[src/rtl/gpio_bank.sv]
module gpio_bank #(
  parameter int N_PORTS    = 4,
  parameter int CYC_PER_MS = 1000,
  parameter int CHAN_W     = 4,
  localparam int ADDR_W    = $clog2(N_PORTS + 1),
  localparam int PCW       = $clog2(CYC_PER_MS + 1)
) (
  input  logic               clk,
  input  logic               rst_n,
  input  logic               cfg_mode,
  input  logic               reg_we,
  input  logic [ADDR_W-1:0]  reg_addr,
  input  logic [7:0]         reg_wdata,
  output logic [7:0]         reg_rdata,
  input  logic [N_PORTS-1:0] pad_in,
  output logic [N_PORTS-1:0] pad_out,
  output logic [N_PORTS-1:0] pad_oe,
  input  logic [N_PORTS-1:0] gp_dout,
  output logic [N_PORTS-1:0] gp_din,
  input  logic [N_PORTS-1:0] alt_in,
  output logic [N_PORTS-1:0] alt_out,
  output logic               irq,
  output logic [CHAN_W-1:0]  irq_chan
);

  logic [N_PORTS-1:0][4:0] cfg;
  logic [N_PORTS-1:0]      written, sync1, sync2, filt, src;
  logic [N_PORTS-1:0]      dir_in, inv, ien, alt, byp;
  logic [N_PORTS-1:0][1:0] dcnt;
  logic [PCW-1:0]          pcnt;
  logic                    tick;
  logic [CHAN_W-1:0]       chan;
  logic                    irq_q;
  logic                    wr_ok;

  assign wr_ok = cfg_mode && reg_we;
  assign tick  = (pcnt == PCW'(CYC_PER_MS - 1));

  for (genvar i = 0; i < N_PORTS; i++) begin : g_port
    assign dir_in[i]  = cfg[i][0];
    assign inv[i]     = cfg[i][1];
    assign ien[i]     = cfg[i][2];
    assign alt[i]     = cfg[i][3];
    assign byp[i]     = cfg[i][4];
    assign pad_out[i] = alt[i] ? alt_in[i] : (gp_dout[i] ^ inv[i]);
    assign pad_oe[i]  = written[i] & ~dir_in[i];
    assign gp_din[i]  = sync2[i] ^ inv[i];
    assign alt_out[i] = alt[i] & sync2[i];
    assign src[i]     = dir_in[i] ? (alt[i] ? sync2[i] : gp_din[i]) : pad_out[i];
  end

  always_ff @(posedge clk or negedge rst_n) begin
    if (!rst_n) begin
      cfg     <= '0;
      written <= '0;
      chan    <= '0;
    end else if (wr_ok) begin
      for (int i = 0; i < N_PORTS; i++) begin
        if (reg_addr == ADDR_W'(i)) begin
          cfg[i]     <= reg_wdata[4:0];
          written[i] <= 1'b1;
        end
      end
      if (reg_addr == ADDR_W'(N_PORTS)) chan <= reg_wdata[CHAN_W-1:0];
    end
  end

  always_comb begin
    reg_rdata = 8'd0;
    if (cfg_mode) begin
      for (int i = 0; i < N_PORTS; i++)
        if (reg_addr == ADDR_W'(i)) reg_rdata = {3'b000, cfg[i]};
      if (reg_addr == ADDR_W'(N_PORTS)) reg_rdata = 8'(chan);
    end
  end

  always_ff @(posedge clk or negedge rst_n) begin
    if (!rst_n) begin
      sync1 <= '0;
      sync2 <= '0;
      pcnt  <= '0;
    end else begin
      sync1 <= pad_in;
      sync2 <= sync1;
      pcnt  <= tick ? '0 : pcnt + 1'b1;
    end
  end

  always_ff @(posedge clk or negedge rst_n) begin
    if (!rst_n) begin
      filt <= '0;
      dcnt <= '0;
    end else begin
      for (int i = 0; i < N_PORTS; i++) begin
        if (src[i] == filt[i]) begin
          dcnt[i] <= 2'd0;
        end else if (tick) begin
          if (dcnt[i] == 2'd1) begin
            filt[i] <= src[i];
            dcnt[i] <= 2'd0;
          end else begin
            dcnt[i] <= dcnt[i] + 2'd1;
          end
        end
      end
    end
  end

  always_ff @(posedge clk or negedge rst_n) begin
    if (!rst_n) irq_q <= 1'b0;
    else        irq_q <= |(ien & ((byp & src) | (~byp & filt)));
  end

  assign irq      = irq_q;
  assign irq_chan = chan;

endmodule

[config.mk]
export PLATFORM = sky130hd
export DESIGN_NAME = gpio_bank
export DESIGN_NICKNAME = d
export VERILOG_FILES = /design/src/rtl/gpio_bank.sv
export SDC_FILE = /design/constraint.sdc
export NUM_CORES = 1
export LEC_CHECK = 0
export ABC_AREA = 1
export ABC_CLOCK_PERIOD_IN_PS = 2000
export BUFFER_PORTS_ARGS = -buffer_cell sky130_fd_sc_hd__buf_2
export CAP_MARGIN = 10
export CORE_MARGIN = 2
export CORE_UTILIZATION = 55
export CTS_CLUSTER_DIAMETER = 150
export DETAILED_ROUTE_END_ITERATION = 12
export GPL_TIMING_DRIVEN = 1
export PLACE_DENSITY = 0.79
export SYNTH_ARGS = -nofsm -noshare
export SYNTH_HDL_FRONTEND = slang
export SYNTH_SLANG_ARGS = --single-unit
[constraint.sdc]
create_clock -name clk -period 2 [get_ports clk]
set_clock_uncertainty 0.15 [all_clocks]
set_input_delay 0.4 -clock clk [delete_from_list [all_inputs] [get_ports clk]]
set_output_delay 0.4 -clock clk [all_outputs]
set_load 0.005 [all_outputs]
# After elaboration in Yosys (flattened, before gate mapping)

Cells that the tools add are included.

$add $sub $neg: 5
Muxes and demuxes: 31
Bitwise operators: 29
Equality and inequality tests: 13
Reduce and logical (&&, ||, !) cells: 16

Operators with widths:

| operator              | count |
|---|---|
| $mux 8                | 5 |
| $mux 2                | 12 |
| $and 4x4->4           | 3 |
| $mux 1                | 12 |
| $reduce_and 3->1      | 4 |
| $add 10x1->10 const B | 1 |
| $eq 10x10->1 const B  | 1 |
| $mux 10               | 1 |
| $reduce_and 2->1      | 5 |
| $add 2x1->2 const B   | 4 |
| $and 1x1->1           | 8 |
| $eq 2x1->1 const B    | 4 |
| $not 1->1             | 8 |
| $reduce_bool 2->1     | 4 |
| $xor 1x1->1           | 8 |
| $eq 3x2->1 const B    | 2 |
| $mux 5                | 1 |
| $eq 1x1->1            | 4 |
| $not 4->4             | 1 |
| $or 4x4->4            | 1 |
| $reduce_or 4->1       | 1 |
| $eq 3x1->1 const B    | 1 |
| $eq 3x3->1 const B    | 1 |
| $logic_not 3->1       | 1 |
| $logic_and 1x1->1     | 1 |

Register bits after elaboration: 59

# Logic depth before layout (Yosys ltp)

Gate-level depths: netlist of run 1.

Depth after elaboration: 7
Gate-level depth with buffers: 12

# Worst setup path before layout of run 1

No wires, ideal clock.

Kind: in2out
From: input port reg_addr[1]
To: output port reg_rdata[4]
Stages on the path: 5
Required time: 1.450 ns
Setup slack: 0.418 ns
Arrival: 1.032 ns
Cell sequence: nor3_2 a21oi_1 nand2_1 o31ai_1 a21oi_2

Word-level cells in the longest chain between the ends: 7

Ends and longest elaborated chain:

| element             | RTL line | text |
|---|---|---|
| start: declaration  | 12       | `input logic [ADDR_W-1:0] reg_addr,` |
| $logic_not 3->1     | 72       | `if (reg_addr == ADDR_W'(i)) reg_rdata = {3'b000, cfg[i]};` |
| $mux 5              | 72       |  |
| $mux 8 (3 in a row) | 72       |  |
| $mux 8 *            | 73       | `if (reg_addr == ADDR_W'(N_PORTS)) reg_rdata = 8'(chan);` |
| $mux 8 *            | 70       | `if (cfg_mode) begin` |
| end: declaration    | 14       | `output logic [7:0] reg_rdata,` |

Mark *: on every way between the ends. The rest lies on a longest branch, timed or not.

# Worst setup path after layout of run 1

From: input port reg_addr[1]
To: output port reg_rdata[1]

Same word-level chain as after synthesis.

==> summary.txt, run 1 <==
Die
  • Core Region: 0.00544 mm2
  • Die height: 78.6 um
  • Site Rows: 27
  • I/O pins: 56
  • Die Width: 78.6 um
  • Die area: 0.00618 mm2
  • Starting density of the core: 0.563

Timing
  • Final hold slack: 0.0173 ns
  • Setup TNS: 0 ns
  • Setup violators final: 0
  • Fmax: 0.509 GHz
  • Fin crit period: 1.97 ns
  • Final Hold Viols: 0
  • Count of pins over their slew limit: 0
  • Fin crit share: 0.983

Place
  • Inst Count DP: 498
  • GPL Wtd Cong: 0.930
  • Port Buf Inserts: 49
  • HPWL after DPL: 4580 um

Synthesis
  • Share of the synthesized area in the top cell type: 0.482
  • Part of the Yosys area used for sequential elements: 0.482
  • Syn. warnings: 0
  • Syn Std Cell Area: 0.00306 mm2
  • Avg Cell Area, Syn: 8.08 um2
  • Synth area leader: dfrtp_1
  • Top post-synthesis cells by area: dfrtp_1 (48%), nand2_1 (14%), inv_1 (8.1%), o21ai_2 (4.3%), nor2_1 (3.2%)
  • Gate count after technology mapping: 379
  • Yosys cell types: 34
  • Flops & latches, synth: 59

Route
  • DRC violations left: 0
  • DR pass1 iterations: 4
  • ANT nets after route: 0
  • Vias: 2511
  • Total length of routed wires: 6140 um
  • Routed vias/inst: 4.86
  • Initial DRC count: 163
  • Wirelength per Cell: 11.9 um

Worst setup path
  • Element type at the critical path start: primary input
  • CP required: 1.45 ns
  • Slowest cell delay on critical path: 0.27 ns
  • CP Launch Point: reg_addr[1]
  • CP max FO: 5
  • Most numerous cell on the critical path: buf_4
  • Worst-path cell chain: buf_4 -> inv_4 -> nor3_4 -> buf_4 -> a21oi_1 -> a31oi_1 -> buf_2
  • Type of the worst setup path: primary input to primary output
  • CP endpoint kind: primary output
  • Worst EP arrival: 1.42 ns
  • FF-to-FF Start: pcnt[0]$_DFF_PN0_
  • Critical path's slowest cell: nor3_4

Final layout
  • Non-Filler Instances: 517
  • Layout cells sized above 1: 0.249
  • Register area: 0.00148 mm2
  • Final #Nets: 469
  • Area of the multi-input gates: 0.00128 mm2
  • Ant diodes: 0
  • P&R area growth vs syn: 19.1%
  • Fillers: 476

Clock tree
  • Worst-Skew Late Latency: 0.33 ns
  • Total CTS buffers: 9
  • Num Clock Sinks: 59
  • Root Driver: clkbuf_8
  • CTS tree: done
  • Clock transition at the registers of the reported paths: 0.06 ns
  • H-tree depth: 3
  • Longest Clk Path Bufs: 2

Worst hold path
  • Worst Hold Launch: pad_in[1]
  • HP Class: primary input to register

Global routing
  • Met3 Track Usage GR: 0.0506
  • Pin count of the biggest net entering global routing: 60
  • Grt total ovfl: 0
  • Vias in the first global route: 2483
  • Initial antenna violation count: 0
  • Overall global routing resource usage: 0.225
  • Gr busiest metal: met2
  • First-pass GRT wire length: 10800 um
  • Grt met1 use: 0.280
  • M2 GR Usage: 0.376

Power and ir drop
  • Leakage power total: 1.92 nW
  • Switch share: 0.292
  • Int Pwr: 2.21 mW
  • Share of power burned in registers: 0.457
  • Total net switching power: 0.914 mW
  • Worst VDD drop: 0.630 mV
  • Combinational share of power: 0.199
  • Power per cell area: 856 mW/mm2
  • Clock power share: 0.344

Status
  • Status: finished clean

Job
  • Max-Cap Viols: 0
cell type report:
type / count / share of cell area
Clock inverter: 2 / 0.00960
Inverter: 71 / 0.0744
Multi-Input combinational cell: 243 / 0.350
Clock buffer: 13 / 0.0435
Timing Repair Buffer: 57 / 0.0929
Tap cell: 72 / 0.0247
Sequential cell: 59 / 0.405
Yosys cell counts:
master	n
buf_4	6
a31oi_1	5
o21ai_1	12
buf_6	2
inv_1	66
nor2_1	26
nor3_2	5
a21oi_2	1
o211ai_1	2
nor2_2	3
a21oi_1	6
nor3b_1	1
xor2_1	6
o21ai_0	11
xnor2_1	1
nand2_1	114
nand2_2	3
nor3_4	2
o21ai_2	15
o21a_1	3
nor3_1	2
o31ai_1	1
dfrtp_1	59
o211ai_2	2
nand3_1	9
nand3_4	1
or2_2	1
or2_0	4
conb_1	1
nand4_2	1
nand3_2	2
clkinv_1	1
ha_1	1
inv_2	4
stage by stage:
step	power [mW]	setup WS (ns)	area, um2	utilization
after floorplan	1.81	0.418	3070	-
after global placement	2.04	0.0460	3380	0.622
after detailed placement	2.06	0.0124	3380	0.622
after CTS	3.14	0.0113	3590	0.659
after global routing	3.31	-0.0200	3650	0.671
final	3.13	0.0344	3650	0.671
cells in the final DEF, fill, tap and decap left out, types with 3 or more instances in the layout:
cell type,synthesis,final
or2_0,4,4
nor2_2,3,3
nor3_2,5,4
nand3_1,9,9
o21ai_0,11,11
conb_1,1,3
xor2_1,6,6
a31oi_1,5,5
a21oi_1,6,6
inv_1,66,66
clkbuf_8,0,11
nor2_1,26,25
buf_4,6,7
dfrtp_1,59,59
o21a_1,3,3
buf_2,0,46
nor3_4,2,3
o21ai_1,12,11
nand2_2,3,3
nand2_1,114,114
o21ai_2,15,16
kinds of logic (layout without fill, tap and decap cells):
kind of cell	count (synthesis)	after routing	share of synthesized area
simple gates	174	174	0.258
buf+inv	79	143	0.109
flops	59	59	0.482
compound gates	58	58	0.126
xor+xnor	7	7	0.0200
fa+ha+maj	1	1	0.00408
other cells	1	3	0.00122
worst max-delay path: cells and delay by family:
kind                   cells  cell delay [ns]
AND/OR/NAND/NOR            1             0.27
buffers and inverters      4             0.52
AO/OA/AOI/OAI              2             0.23
per-layer routing:
metal  routed length [um]  up-vias
li1                     -     1290
met4                  109        0
met2                 3090       59
met1                 2730     1151
met5                    0        -
met3                  217       11
flip-flops by register name (all words and copies together), names as in the netlist, 4 cells and up:
| signal | flops |
|---|---|
| irq_chan | 4 |
| written | 4 |
| sync2 | 4 |
| sync1 | 4 |
| alt | 4 |
| filt | 4 |
| cfg | 12 |
| pcnt | 10 |
| dcnt | 8 |
| byp | 4 |
power by group through the flow:
stage	clock network (mW)	logic [mW]	registers [mW]
2_1_floorplan	0	0.399	1.41
3_3_place_gp	0	0.594	1.44
3_5_place_dp	0	0.611	1.45
4_1_cts	1.09	0.617	1.43
5_1_grt	1.14	0.719	1.44
6_report	1.08	0.623	1.43
final timing paths:
check	end	slack [ns]	cells past startpoint
min in group asynchronous	dcnt[5]$_DFFE_PN0P_	0.45	3
hold reg to reg	sync2[1]$_DFF_PN0_	0.20	0
setup / recovery	reg_rdata[1]	0.03	7
max in group asynchronous	cfg[16]$_DFFE_PN0P_	0.99	3
setup reg to reg	filt[0]$_DFFE_PN0P_	0.21	8
hold / removal	sync1[1]$_DFF_PN0_	0.02	1
repair_timing:
item / 4_1_cts / 5_1_grt
hold endpoints to repair: 59 / 0
buffers inserted: 0 / 3
setup endpoints to repair: 0 / 5
hold buffers: 1 / 0
resized for setup: 0 / 15
Power figures use the tool's default switching activity.
==> inputs of run 2 (changes only) <==
- ABC_AREA: 1 -> default
==> summary.txt, run 2 <==
Status
  • Status: finished with violations
  • Violated checks: negative setup slack

Synthesis
  • Ys async rst share: 1.00
  • Syn Std Cell Area: 0.00301 mm2
  • Avg Cell Area, Syn: 11.3 um2
  • Synth area leader: dfrtp_1
  • Share of the synthesized area in the top cell type: 0.491
  • Post-synth top cells: dfrtp_1 (59), mux2_2 (31), o21ai_0 (15)
  • Flops & latches, synth: 59
  • Main synth FF type: dfrtp_1
  • Most frequent cell after synthesis: dfrtp_1
  • Yosys cell types: 48
  • Top post-synthesis cells by area: dfrtp_1 (49%), mux2_2 (12%), xor2_1 (3.5%), o21ai_0 (2.5%), mux2i_1 (2.3%)
  • Part of the Yosys area used for sequential elements: 0.491
  • Post-synth EDFFs: 0
  • Syn. warnings: 0
  • Gate count after technology mapping: 267

Global routing
  • Overall global routing resource usage: 0.226
  • Initial antenna violation count: 0
  • Pin count of the biggest net entering global routing: 60
  • Gr busiest metal: met2
  • Grt met1 use: 0.297
  • M2 GR Usage: 0.361
  • First-pass GRT wire length: 10700 um
  • Vias in the first global route: 2290
  • Grt total ovfl: 0
  • Met3 Track Usage GR: 0.0570

Worst setup path
  • Type of the worst setup path: register to primary output
  • Slowest cell delay on critical path: 0.50 ns
  • Element type at the critical path start: register
  • Worst path top cell family by delay: multiplexers
  • CP required: 1.45 ns
  • Critical path's slowest cell: mux4_2
  • CP endpoint kind: primary output
  • Worst Path Buf+Inv: 1
  • Worst-path cell chain: mux4_2 -> nand2_2 -> a21oi_2 -> buf_2
  • Worst EP arrival: 1.49 ns
  • CP max FO: 3

Timing
  • Fin crit period: 2.04 ns
  • Final hold slack: 0.0145 ns
  • Fmax: 0.490 GHz
  • Setup TNS: -0.0600 ns
  • Count of pins over their slew limit: 0
  • PnR worst setup slack: -0.0425 ns
  • Fin crit share: 1.02
  • Final Hold Viols: 0
  • Setup violators final: 3
  • RSZ-0062 raised after global routing: true

Clock tree
  • CTS tree: done
  • H-tree depth: 3
  • Longest Clk Path Bufs: 2
  • Total CTS buffers: 9
  • Worst-Skew Late Latency: 0.34 ns
  • Num Clock Sinks: 59
  • Clock transition at the registers of the reported paths: 0.07 ns
  • Root Driver: clkbuf_8

Place
  • Place WS: -0.00129 ns
  • GPL Wtd Cong: 0.825
  • Dpl cell area: 0.00340 mm2
  • Inst Count DP: 392
  • HPWL after DPL: 4270 um
  • Port Buf Inserts: 49

Final layout
  • Largest regs: cfg: 12 flops, pcnt: 10 flops, dcnt: 8 flops
  • Layout cells sized above 1: 0.425
  • Reg with most FFs: cfg
  • Most common cell after layout, fill and taps aside: dfrtp_1
  • P&R area growth vs syn: 25.2%
  • Final Cell Area: 0.00376 mm2
  • Final #Nets: 369
  • Util after Layout: 0.723
  • Register area: 0.00149 mm2
  • Ant diodes: 0
  • Fillers: 362
  • Non-Filler Instances: 416
  • Area of the multi-input gates: 0.00148 mm2
  • Max FFs per register: 12
  • Commonest cells after routing, fill and taps aside: dfrtp_1 (52), buf_2 (49), mux2_2 (31)

Job
  • Max-Cap Viols: 0

Die
  • Die height: 77.9 um
  • Die area: 0.00607 mm2
  • Core Region: 0.00520 mm2
  • Starting density of the core: 0.577
  • Site Rows: 26
  • Die Width: 77.9 um
  • I/O pins: 56

Route
  • Wirelength per Cell: 15.2 um
  • DRC violations left: 0
  • Initial DRC count: 112
  • Total length of routed wires: 6310 um
  • DR pass1 iterations: 4
  • Vias: 2284
  • ANT nets after route: 0
  • Routed vias/inst: 5.49

Power and ir drop
  • Power per cell area: 974 mW/mm2
  • PnR Total Power: 3.67 mW
  • Leakage power total: 1.70 nW
  • Worst VDD drop: 0.684 mV

Worst hold path
  • HP Class: primary input to register
==> run 2: per-layer routing <==
layer	wire, um	part of all wire
met3	329	0.052
met4	93	0.015
met2	3110	0.49
met5	0	0
met1	2780	0.44
==> run 2: path summary, 6_finish.rpt <==
check                                     from                   to  slack (ns)  cells after the start
min in group asynchronous                rst_n  dcnt[0]$_DFFE_PN0P_        0.44                      3
max reg2reg                 cfg[0]$_DFFE_PN0P_  dcnt[1]$_DFFE_PN0P_        0.03                      6
max in group asynchronous                rst_n  cfg[11]$_DFFE_PN0P_        0.99                      3
min reg2reg                 sync1[2]$_DFF_PN0_   sync2[2]$_DFF_PN0_        0.20                      0
min                                  pad_in[1]   sync1[1]$_DFF_PN0_        0.01                      1
max                        cfg[17]$_DFFE_PN0P_         reg_rdata[2]       -0.04                      4
==> run 2: cells by family (layout without fill, tap and decap cells) <==
group | after synthesis | in the layout | share of synthesized area
other | 1 | 3 | 0.00125
xor gates and xnor gates | 18 | 18 | 0.0525
AOI/OAI and AO/OA | 44 | 44 | 0.0933
buffers and inverters | 18 | 95 | 0.0346
DFF | 59 | 59 | 0.491
adders and majority gates | 1 | 1 | 0.00416
muxes | 39 | 39 | 0.147
and+or+nand+nor | 87 | 87 | 0.176
==> run 2: where the power goes <==
group          total [mW]  internal (mW)  switching, mW
Combinational       0.828          0.467          0.361
Clock                1.34          0.858          0.482
Sequential           1.50           1.35          0.152
==> run 2: final cells by class <==
type / count / share of cell area
clock inverters: 5 / 0.0266
flip-flops and latches: 59 / 0.395
inverters: 6 / 0.00599
well taps: 70 / 0.0233
clock buffers: 11 / 0.0376
repair buffers: 73 / 0.118
multi-input cells: 192 / 0.393
==> run 2: timing repair <==
item	CTS	global route
pin swaps	3	4
resized for setup	9	15
setup endpoints to repair	5	14
hold endpoints to repair	61	0
buffers inserted	5	0
hold buffers	3	0
